[src/rtl/fiber_link_monitor.sv]
module fiber_link_monitor #(
  parameter int GAP_LIMIT   = 60,
  parameter int QUAL_CYCLES = 10_000_000
) (
  input  logic clk,
  input  logic rst_n,
  input  logic rx_line,
  input  logic energy_ok,
  input  logic bypass,
  input  logic tx_active,
  input  logic rx_active,
  output logic link_pass,
  output logic link_led_n,
  output logic tx_data_en,
  output logic rx_en,
  output logic loop_en
);
  localparam int GW = $clog2(GAP_LIMIT + 1);
  localparam int QW = $clog2(QUAL_CYCLES + 1);
  localparam logic [GW-1:0] GAP_MAX  = GW'(GAP_LIMIT);
  localparam logic [QW-1:0] QUAL_END = QW'(QUAL_CYCLES - 1);

  typedef enum logic [1:0] {ST_DARK, ST_QUAL, ST_QUIET, ST_PASS} state_t;

  state_t          state, state_nx;
  logic [2:0]      rx_pipe;
  logic [1:0]      en_pipe;
  logic [GW-1:0]   gap_cnt;
  logic [QW-1:0]   qual_cnt;
  logic            rx_edge, signal_good;

  assign rx_edge     = rx_pipe[2] ^ rx_pipe[1];
  assign signal_good = en_pipe[1] && (gap_cnt != GAP_MAX);

  always_ff @(posedge clk or negedge rst_n)
    if (!rst_n) begin
      rx_pipe <= '0;
      en_pipe <= '0;
    end else begin
      rx_pipe <= {rx_pipe[1:0], rx_line};
      en_pipe <= {en_pipe[0], energy_ok};
    end

  always_ff @(posedge clk or negedge rst_n)
    if (!rst_n)               gap_cnt <= GAP_MAX;
    else if (rx_edge)         gap_cnt <= '0;
    else if (gap_cnt != GAP_MAX) gap_cnt <= gap_cnt + 1'b1;

  always_comb begin
    state_nx = state;
    unique case (state)
      ST_DARK:  if (signal_good) state_nx = ST_QUAL;
      ST_QUAL:  if (!signal_good) state_nx = ST_DARK;
                else if (qual_cnt == QUAL_END) state_nx = ST_QUIET;
      ST_QUIET: if (!signal_good) state_nx = ST_DARK;
                else if (!tx_active && !rx_active) state_nx = ST_PASS;
      ST_PASS:  if (!signal_good) state_nx = ST_DARK;
      default:  state_nx = ST_DARK;
    endcase
  end

  always_ff @(posedge clk or negedge rst_n)
    if (!rst_n) begin
      state    <= ST_DARK;
      qual_cnt <= '0;
    end else begin
      state    <= state_nx;
      qual_cnt <= (state == ST_QUAL && state_nx == ST_QUAL) ? qual_cnt + 1'b1 : '0;
    end

  assign link_pass  = bypass || (state == ST_PASS);
  assign link_led_n = ~link_pass;
  assign tx_data_en = link_pass;
  assign rx_en      = link_pass;
  assign loop_en    = link_pass;
endmodule


[config.mk]
export PLATFORM = sky130hd
export DESIGN_NAME = fiber_link_monitor
export DESIGN_NICKNAME = d
export VERILOG_FILES = /design/src/rtl/fiber_link_monitor.sv
export SDC_FILE = /design/constraint.sdc
export NUM_CORES = 1
export LEC_CHECK = 0
export BUFFER_PORTS_ARGS = -buffer_cell sky130_fd_sc_hd__buf_4
export CAP_MARGIN = 20
export CORE_MARGIN = 5
export CORE_UTILIZATION = 60
export DETAILED_ROUTE_END_ITERATION = 6
export PLACE_DENSITY = 0.79
export SKIP_LAST_GASP = 1
export SYNTH_ARGS = -nofsm -noshare
export SYNTH_HDL_FRONTEND = slang
export SYNTH_SLANG_ARGS = --single-unit
[constraint.sdc]
create_clock -name clk -period 3.33 [get_ports clk]
set_clock_uncertainty 0.05 [all_clocks]
set_input_delay 0.4995 -clock clk [delete_from_list [all_inputs] [get_ports clk]]
set_output_delay 0.4995 -clock clk [all_outputs]
set_load 0.05 [all_outputs]
# After elaboration in Yosys (flattened, before gate mapping)

Index checks and enable logic that the tools add are counted.

Add/sub/neg operators: 2
$mul: 0
Div/mod/pow operators: 0
Magnitude comparators: 0
Equal/unequal tests: 6
Shifts and indexed selects: 0
Mux-type cells: 10
Bitwise logic cells: 2
Reductions and logical operators: 8

Operators with widths:

| kind                                                 | number |
|---|---|
| adder 24 x 1 -> 24 bit (second input constant)       | 1 |
| equality test 24 bit (second input constant)         | 1 |
| two-way mux 24 bit                                   | 1 |
| two-way mux 2 bit                                    | 6 |
| two-way mux 6 bit                                    | 2 |
| one-hot mux 2 bit (4 select lines)                   | 1 |
| adder 6 x 1 -> 6 bit (second input constant)         | 1 |
| != test 6 bit (second input constant)                | 1 |
| equality test 2 x 1 -> 1 bit (second input constant) | 2 |
| equality test 2 bit (second input constant)          | 2 |
| logical AND 1 bit                                    | 3 |
| zero test 1 bit                                      | 2 |
| zero test 2 bit                                      | 1 |
| nonzero test 2 bit                                   | 1 |
| logical OR 1 bit                                     | 1 |
| inverter 1 bit                                       | 1 |
| XOR 1 bit                                            | 1 |

Bits in registers: 37
Latch bits: 0
Bits in writable memories: 0
Memory bits (read-only): 0
Memories kept: 0

# Logic depth before layout (Yosys ltp)

Gate-level depths: netlist of run 1.

Depth in word-level cells: 8
Gate-level depth with buffers: 7
Depth with buffers taken out: 6

# Least setup slack after synthesis of run 1

Ideal clock, no wire load.

Kind: register to register
Start point: register qual_cnt[0]
End point: register qual_cnt[20]
Arrival: 1875 ps
Setup slack: 1323 ps
Stages on the path, launching flop included: 7
Path buffers: 1
Clock period less this slack: 2007 ps
Path through: dfrtp_1 -> ha_1 -> nand3_1 -> or4_1 -> clkbuf_1 -> or4_1 -> o21ai_0

Longest elaborated chain between the ends: 7

RTL lines:

| item                               | RTL line | text |
|---|---|---|
| start, declared                    | 29       | `logic [QW-1:0] qual_cnt;` |
| start signal, assigned             | 68       | `qual_cnt <= (state == ST_QUAL && state_nx == ST_QUAL) ? qual_cnt + 1'b1 : '0;` |
| equality test 24 bit               | 54       | `else if (qual_cnt == QUAL_END) state_nx = ST_QUIET;` |
| two-way mux 2 bit                  | 54       |  |
| two-way mux 2 bit                  | 53       | `ST_QUAL: if (!signal_good) state_nx = ST_DARK;` |
| one-hot mux 2 bit (4 select lines) | 51       | `unique case (state)` |
| equality test 2 x 1 -> 1 bit       | 68       |  |
| logical AND 1 bit                  | 68       |  |
| two-way mux 24 bit (*)             | 68       |  |

Mark *: on every way between the ends. The rest lies on a longest branch, timed or not.
A chain may end at the register's enable or synchronous reset.

# Final worst setup path of run 1

Start point: register qual_cnt[0]
End point: register qual_cnt[23]

The elaborated chain is that of the path after synthesis.

==> summary.txt, run 1 <==
PWR
----------------------------------------------------------------------------------
Power per cell area .................................................   426 nW/um2
Leakage power .......................................................     0.811 nW
Proportion of power drawn by the clock network ......................        36.1%
Switching Fraction ..................................................        23.2%
Reported net switching power ........................................   0.000193 W
Cell internal pwr ...................................................   0.000638 W
Proportion of power drawn by flip-flops and latches .................        56.8%
Combinational Power Share ...........................................         7.1%
Largest vdd supply drop .............................................       284 uV

LOGIC SYNTHESIS
----------------------------------------------------------------------------------
Instance count of the mapped netlist ................................          184
#FFs+latches synth ..................................................           37
Proportion of synthesized chip area in sequential cells .............        51.8%
Cell area after technology mapping ..................................     1800 um2
Area leader, netlist ................................................ sky130_fd_sc_hd__dfrtp_1
Area share of the largest cell type after synthesis .................        46.0%
Post-Synthesis Net Count ............................................          194
Post-synthesis average cell area ....................................     9.76 um2
Top cells by area, synth ............................................ sky130_fd_sc_hd__dfrtp_1 (46%), sky130_fd_sc_hd__dfstp_2 (5.8%), sky130_fd_sc_hd__xor2_1 (5.4%)
Synthesis Warnings ..................................................            0
Number of unique standard cell types used by synthesis ..............           33

DIE
----------------------------------------------------------------------------------
Number of top-level pins ............................................           12
Floorplan die width .................................................      64.7 um
Number of rows in the core area .....................................           19
Initial Util ........................................................        64.0%
Core Region .........................................................     2810 um2
Height of the chip ..................................................      64.7 um
Die area ............................................................     4190 um2

GLOBAL ROUTE
----------------------------------------------------------------------------------
Wire length of the first global-routing pass ........................      5.99 mm
Overall track demand over capacity in global routing ................        18.3%
Final global-route overflow total ...................................            0
Number of global-route vias before repair ...........................         1430
Pin count of the biggest net entering global routing ................           38
Antenna violations before repair ....................................            0

ROUTING
----------------------------------------------------------------------------------
Via/cell ratio ......................................................         6.12
Remaining antenna violation count ...................................            0
Count of unresolved DRC violations after routing ....................            0
First-pass DRT Iterations ...........................................            4
Mean routed wirelength per cell .....................................      14.5 um
Detailed Route WL ...................................................      3.29 mm
Drt initial violations ..............................................          125
Routed via count ....................................................         1384

CRITICAL PATH
----------------------------------------------------------------------------------
CP peak stage delay .................................................      0.63 ns
Crit. End Element ...................................................     register
Critical Path, Cell by Cell ......................................... ha_1, nand3_1, nor4_1, a21o_1, o21ai_0
Worst endpoint required time ........................................      3.47 ns
Worst-path fanout max ...............................................           23
Classification of the worst setup path .............................. register to register
Data arrival time of the worst path .................................      2.47 ns
Cell at the slowest stage of the critical path ...................... sky130_fd_sc_hd__a21o_1
Setup crit start kind ...............................................     register

CLOCK TREE
----------------------------------------------------------------------------------
Max Buffers Root-to-Sink ............................................            2
Post-CTS Resized ....................................................            0
CTS Sinks ...........................................................           37
Post-cts hold buffer count ..........................................            0
Clock tree from TritonCTS ...........................................         done
Clock tree root driver cell ......................................... sky130_fd_sc_hd__clkbuf_4
H-tree depth ........................................................            2
Clock network latency to the later pin of the worst-skew pair .......      0.34 ns
Cts bufs inserted ...................................................            5
Clock transition at path regs .......................................      0.11 ns
Number of buffers inserted by post-CTS setup repair .................            0

TIMING
----------------------------------------------------------------------------------
Number of endpoints failing setup at the final stage ................            0
Share of the cycle needed by the critical path after routing ........        69.9%
Final critical-path required period .................................      2.33 ns
Setup repair after global routing missed its margin .................           no
Final-report max-slew violation count ...............................            0
Max Clk Rate ........................................................      430 MHz
Setup TNS after final layout ........................................         0 ns
Slew at the pin closest to its max-slew limit .......................     0.689 ns
Slew Limit Headroom .................................................        54.1%
Number of hold violations in the final report .......................            0

PLACE
----------------------------------------------------------------------------------
Gpl congestion ......................................................        0.830
Detailed Place HPWL .................................................      2.40 mm
PortBufs ............................................................           11
Placed instance count ...............................................          218
Placement-stage cell area ...........................................     1880 um2

MIN PATH
----------------------------------------------------------------------------------
Hold Path Class ..................................................... input pin to asynchronous set/reset pin

LAYOUT
----------------------------------------------------------------------------------
Signed area change from the synthesized netlist to the final layout .        8.63%
Final net count .....................................................          204
Number of non-filler instances in the completed layout ..............          226
Final Instance Area .................................................     1950 um2
Fill cells ..........................................................          222
Fin util ............................................................        69.6%
Fraction of final layout cells sized beyond drive strength 1 ........        13.8%
Antenna Cells .......................................................            0

RUN
----------------------------------------------------------------------------------
Reported max-cap violation count ....................................            0

OUTCOME
----------------------------------------------------------------------------------
Run status .......................................................... finished, final reports clean

-- area by class of cell --
cell class,instances,area [um2],area share (%)
Sequential cell,37,931,47.7
Multi-Input combinational cell,133,801,41.0
Timing Repair Buffer,11,82.6,4.23
Clock buffer,6,41.3,2.12
Tap cell,31,38.8,1.99
Clock inverter,2,35.0,1.79
Inverter,6,22.5,1.15
-- flip-flops by register name (all words and copies together) (netlist names) --
register  count
qual_cnt     24
rx_pipe       3
state         2
gap_cnt       6
en_pipe       2
-- power by group through the flow --
| stage | Clock (W) | Sequential, W | Combinational, W |
|---|---|---|---|
| 2_1_floorplan | 0 | 0.000478 | 0.0000395 |
| 3_3_place_gp | 0 | 0.000479 | 0.0000580 |
| 3_5_place_dp | 0 | 0.000481 | 0.0000608 |
| 4_1_cts | 0.000311 | 0.000472 | 0.0000608 |
| 5_1_grt | 0.000337 | 0.000475 | 0.0000677 |
| 6_report | 0.000300 | 0.000472 | 0.0000594 |
-- Yosys cell counts --
master / n
sky130_fd_sc_hd__and4_1: 2
sky130_fd_sc_hd__nand2b_1: 1
sky130_fd_sc_hd__and4_2: 1
sky130_fd_sc_hd__nand4_1: 4
sky130_fd_sc_hd__and3_1: 5
sky130_fd_sc_hd__inv_1: 6
sky130_fd_sc_hd__a21o_1: 2
sky130_fd_sc_hd__nor4bb_1: 1
sky130_fd_sc_hd__o211ai_1: 1
sky130_fd_sc_hd__dfrtp_1: 33
sky130_fd_sc_hd__or4b_2: 1
sky130_fd_sc_hd__ha_1: 3
sky130_fd_sc_hd__nand3_1: 19
sky130_fd_sc_hd__or3_1: 6
sky130_fd_sc_hd__nor2_1: 18
sky130_fd_sc_hd__nor3_1: 5
sky130_fd_sc_hd__or2_2: 2
sky130_fd_sc_hd__dfstp_2: 4
sky130_fd_sc_hd__buf_4: 3
sky130_fd_sc_hd__or4_1: 4
sky130_fd_sc_hd__clkbuf_1: 4
sky130_fd_sc_hd__a31oi_1: 2
sky130_fd_sc_hd__xor2_1: 11
sky130_fd_sc_hd__o21ai_0: 12
sky130_fd_sc_hd__a21oi_1: 12
sky130_fd_sc_hd__nor3b_1: 1
sky130_fd_sc_hd__buf_2: 1
sky130_fd_sc_hd__xnor2_1: 5
sky130_fd_sc_hd__o21bai_1: 2
sky130_fd_sc_hd__nor2b_1: 1
sky130_fd_sc_hd__nand4_2: 1
sky130_fd_sc_hd__nor4_1: 3
sky130_fd_sc_hd__nand2_1: 8
-- per-stage QoR --
step / setup WS (ns) / hold slack [ns] / total power [W]
after floorplan: 1.32 / 0.154 / 0.000517
after global placement: 1.17 / 0.285 / 0.000537
after global routing: 0.807 / 0.0570 / 0.000879
after CTS: 1.01 / 0.0431 / 0.000843
after detailed placement: 1.03 / 0.291 / 0.000541
final: 1.00 / 0.0327 / 0.000831
-- critical path: cells and delay by family, from the launching register on --
family          cells  cell delay (ns)
simple gates        2             0.60
compound gates      2             0.83
flops               1             0.42
fa+ha+maj           1             0.28
-- layer usage --
| metal | vias to the layer above | wire, um | track usage (%) |
|---|---|---|---|
| li1 | 675 | - | - |
| met1 | 663 | 1490 | 22.2 |
| met2 | 38 | 1530 | 29.8 |
| met3 | 8 | 200 | 3.80 |
| met4 | 0 | 67 | 11.9 |
| met5 | - | 0 | 0 |
-- worst paths after layout --
| check | start | endpoint | slack (ns) | cells past startpoint |
|---|---|---|---|---|
| max | qual_cnt[0] | qual_cnt[23] | 1.00 | 5 |
| min | rst_n | qual_cnt[20] | 0.03 | 1 |
| max reg2reg | qual_cnt[0] | qual_cnt[23] | 1.00 | 5 |
| min reg2reg | en_pipe[0] | en_pipe[1] | 0.31 | 0 |
| max in group asynchronous | rst_n | gap_cnt[5] | 2.85 | 1 |
| min in group clk | rx_line | rx_pipe[0] | 0.20 | 1 |
-- cells in the final DEF (no fill, tap or decap), types with 2 or more instances in the layout --
cell type                  instances
sky130_fd_sc_hd__inv_1             6
sky130_fd_sc_hd__a21oi_1          12
sky130_fd_sc_hd__buf_4            11
sky130_fd_sc_hd__xor2_1           11
sky130_fd_sc_hd__nand3_1          19
sky130_fd_sc_hd__or2_2             2
sky130_fd_sc_hd__or4_1             4
sky130_fd_sc_hd__ha_1              3
sky130_fd_sc_hd__nor3_1            5
sky130_fd_sc_hd__nor2_1           18
sky130_fd_sc_hd__nand4_1           4
sky130_fd_sc_hd__dfstp_2           4
sky130_fd_sc_hd__and4_1            2
sky130_fd_sc_hd__or3_1             6
sky130_fd_sc_hd__dfrtp_1          33
sky130_fd_sc_hd__o21bai_1          2
sky130_fd_sc_hd__a31oi_1           2
sky130_fd_sc_hd__nor4_1            3
sky130_fd_sc_hd__o21ai_0          12
sky130_fd_sc_hd__a21o_1            2
sky130_fd_sc_hd__nand2_1           8
sky130_fd_sc_hd__and3_1            5
sky130_fd_sc_hd__xnor2_1           5
sky130_fd_sc_hd__clkbuf_4          5
-- logic make-up (layout without fill, tap and decap cells) --
family                   count (synthesis)  count (layout)  share of synthesized area (%)
adder cells (fa/ha/maj)                  3               3                           2.09
flip-flops                              37              37                           51.8
AND/OR/NAND/NOR                         83              83                           25.2
XOR/XNOR                                16              16                           7.80
AO/OA/AOI/OAI                           31              31                           9.47
buffers and inverters                   14              25                           3.62
No activity file was read; power rests on OpenSTA's default activity.
==> run 2, diff against run 1 <==
--- a/config.mk
+++ b/config.mk
@@ -8,9 +8,9 @@
 export BUFFER_PORTS_ARGS = -buffer_cell sky130_fd_sc_hd__buf_4
 export CAP_MARGIN = 20
 export CORE_MARGIN = 5
-export CORE_UTILIZATION = 60
+export CORE_UTILIZATION = 59
 export DETAILED_ROUTE_END_ITERATION = 6
-export PLACE_DENSITY = 0.79
+export PLACE_DENSITY = 0.78
 export SKIP_LAST_GASP = 1
 export SYNTH_ARGS = -nofsm -noshare
 export SYNTH_HDL_FRONTEND = slang
==> constraint.sdc (replaced) <==
create_clock -name clk -period 2.2 [get_ports clk]
set_clock_uncertainty 0.05 [all_clocks]
set_input_delay 0.33 -clock clk [delete_from_list [all_inputs] [get_ports clk]]
set_output_delay 0.33 -clock clk [all_outputs]
set_load 0.05 [all_outputs]
==> summary.txt, run 2 (synthesis results as in run 1) <==
OUTCOME
-------------------------------------------------------------------------------------
Run status ............................................................. finished, final reports clean

TIMING
-------------------------------------------------------------------------------------
Max Clk Rate ...........................................................      478 MHz
Final critical-path required period ....................................      2.09 ns
Slew Limit Headroom ....................................................        68.8%
Setup repair after global routing missed its margin ....................           no
Final-report max-slew violation count ..................................            0
Share of the cycle needed by the critical path after routing ...........        95.1%
Setup TNS after final layout ...........................................         0 ns
Number of hold violations in the final report ..........................            0
Number of endpoints failing setup at the final stage ...................            0
Slew at the pin closest to its max-slew limit ..........................     0.463 ns
Post-route worst hold slack ............................................    0.0408 ns

GLOBAL ROUTE
-------------------------------------------------------------------------------------
Overall track demand over capacity in global routing ...................        18.2%
Wire length of the first global-routing pass ...........................      6.00 mm
Antenna violations before repair .......................................            0
Pin count of the biggest net entering global routing ...................           38
Final global-route overflow total ......................................            0
Number of global-route vias before repair ..............................         1387

CRITICAL PATH
-------------------------------------------------------------------------------------
Reg-to-reg setup timing slack ..........................................      0.11 ns
R2r worst-path depth ...................................................            5
Worst-path fanout max ..................................................            8
Classification of the worst setup path ................................. register to register
Crit Reg-Reg Endpoint .................................................. qual_cnt[20]
Worst endpoint required time ...........................................      2.42 ns
Crit. End Element ......................................................     register
Launching point of the worst reg2reg path ..............................  qual_cnt[0]
Data arrival time of the worst path ....................................      2.31 ns
Setup crit start kind ..................................................     register

CLOCK TREE
-------------------------------------------------------------------------------------
Clock transition at path regs ..........................................      0.12 ns
Clock tree root driver cell ............................................ sky130_fd_sc_hd__clkbuf_4
H-tree depth ...........................................................            2
Clock network latency to the later pin of the worst-skew pair ..........      0.34 ns
Max Buffers Root-to-Sink ...............................................            2
CTS Sinks ..............................................................           37
Clock tree from TritonCTS ..............................................         done
Cts bufs inserted ......................................................            5

MIN PATH
-------------------------------------------------------------------------------------
Hold Path Class ........................................................ input pin to register
Count of cells along the worst hold path ...............................            1
Worst Hold End .........................................................   rx_pipe[0]
HP Start ...............................................................      rx_line

DIE
-------------------------------------------------------------------------------------
Number of top-level pins ...............................................           12
Height of the chip .....................................................      65.2 um
Number of rows in the core area ........................................           20
Floorplan die width ....................................................      65.2 um
Core Region ............................................................     2980 um2
Initial Util ...........................................................        60.3%
Die area ...............................................................     4250 um2

LAYOUT
-------------------------------------------------------------------------------------
Largest register FFs ...................................................           24
Final net count ........................................................          209
Most frequent standard cell in the layout excluding fill and tap cells . sky130_fd_sc_hd__dfrtp_1
Top library cells by usage in the layout, fill and taps aside .......... sky130_fd_sc_hd__dfrtp_1 (33), sky130_fd_sc_hd__nand3_1 (19), sky130_fd_sc_hd__nor2_1 (18)
Largest registers ranked by flip-flop count ............................ qual_cnt x24, gap_cnt x6, rx_pipe x3
Area occupied by registers .............................................      931 um2
Fraction of final layout cells sized beyond drive strength 1 ...........        17.0%
Antenna Cells ..........................................................            0
Combined area of the multi-input logic cells ...........................      807 um2
Fill cells .............................................................          247
Most flops, register ...................................................     qual_cnt
Signed area change from the synthesized netlist to the final layout ....        10.7%

ROUTING
-------------------------------------------------------------------------------------
First-pass DRT Iterations ..............................................            4
Detailed Route WL ......................................................      3.53 mm
Count of unresolved DRC violations after routing .......................            0
Mean routed wirelength per cell ........................................      15.1 um
Via/cell ratio .........................................................         6.07
Drt initial violations .................................................          139
Routed via count .......................................................         1414
Remaining antenna violation count ......................................            0

PLACE
-------------------------------------------------------------------------------------
Detailed Place HPWL ....................................................      2.51 mm
PortBufs ...............................................................           11
Gpl congestion .........................................................        0.833

RUN
-------------------------------------------------------------------------------------
Reported max-cap violation count .......................................            0

PWR
-------------------------------------------------------------------------------------
Largest vdd supply drop ................................................       481 uV
Leakage power ..........................................................     0.830 nW
Power per cell area ....................................................   602 nW/um2

## run 2: worst max-delay path, cell delays in order, from the launching register on
cell and delay [ns]:
sky130_fd_sc_hd__dfrtp_1 0.43, sky130_fd_sc_hd__ha_2 0.26, sky130_fd_sc_hd__nand3_1 0.13, sky130_fd_sc_hd__or4_4 0.58, sky130_fd_sc_hd__or4_1 0.47, sky130_fd_sc_hd__o21ai_0 0.09
## run 2: worst max path at each step
| stage | start | slack, ns | cells after the start | endpoint |
|---|---|---|---|---|
| floorplan | qual_cnt[0] | 0.19 | 6 | qual_cnt[20] |
| global route | qual_cnt[0] | 0.01 | 5 | qual_cnt[20] |
| finish | qual_cnt[0] | 0.11 | 5 | qual_cnt[20] |
| detailed placement | qual_cnt[0] | 0.009 | 5 | qual_cnt[20] |
| global placement | qual_cnt[0] | 0.14 | 5 | qual_cnt[20] |
| CTS | qual_cnt[0] | 0.06 | 5 | qual_cnt[20] |
## run 2: per-layer routing
metal | GRT usage, % | routed length, um | vias up
li1 | - | - | 682
met1 | 22.9 | 1590 | 685
met2 | 29.2 | 1690 | 38
met3 | 5.98 | 189 | 9
met4 | 6.99 | 57 | 0
met5 | 0 | 0 | -
## run 2: through the flow
stage               util, %  area, um2  power [W]  setup WS, ns  instances
floorplan                 -       1800   0.000783         0.193        184
global placement       64.1       1910   0.000816         0.137        224
detailed placement     64.1       1910   0.000823       0.00941        224
CTS                    66.7       1990    0.00121        0.0575        233
global route           66.8       1990    0.00126        0.0143        233
finish                 66.8       1990    0.00120         0.109        233
## run 2: timing repair
item                                    CTS  global route
hold buffers                              1             0
gates resized for setup                   1             1
cloned                                    0             0
hold endpoints to repair                 33             0
endpoints found under the setup margin    1             1
setup buffers                             0             0
## run 2: layout make-up
type                       count  area share, %
timing repair buffer          16           6.16
clock buffer                   6           2.58
inverter                       6           1.13
tap                           33           2.08
clock inverter                 2          0.692
multi-input combinational    133           40.6
sequential                    37           46.8
## run 2: report_power, final
part / leakage, nW / internal (W) / switching [W] / total [W]
clock network: 0.0382 / 0.000156 / 0.000231 / 0.000387
logic: 0.307 / 0.0000339 / 0.0000614 / 0.0000954
registers: 0.485 / 0.000698 / 0.0000172 / 0.000715
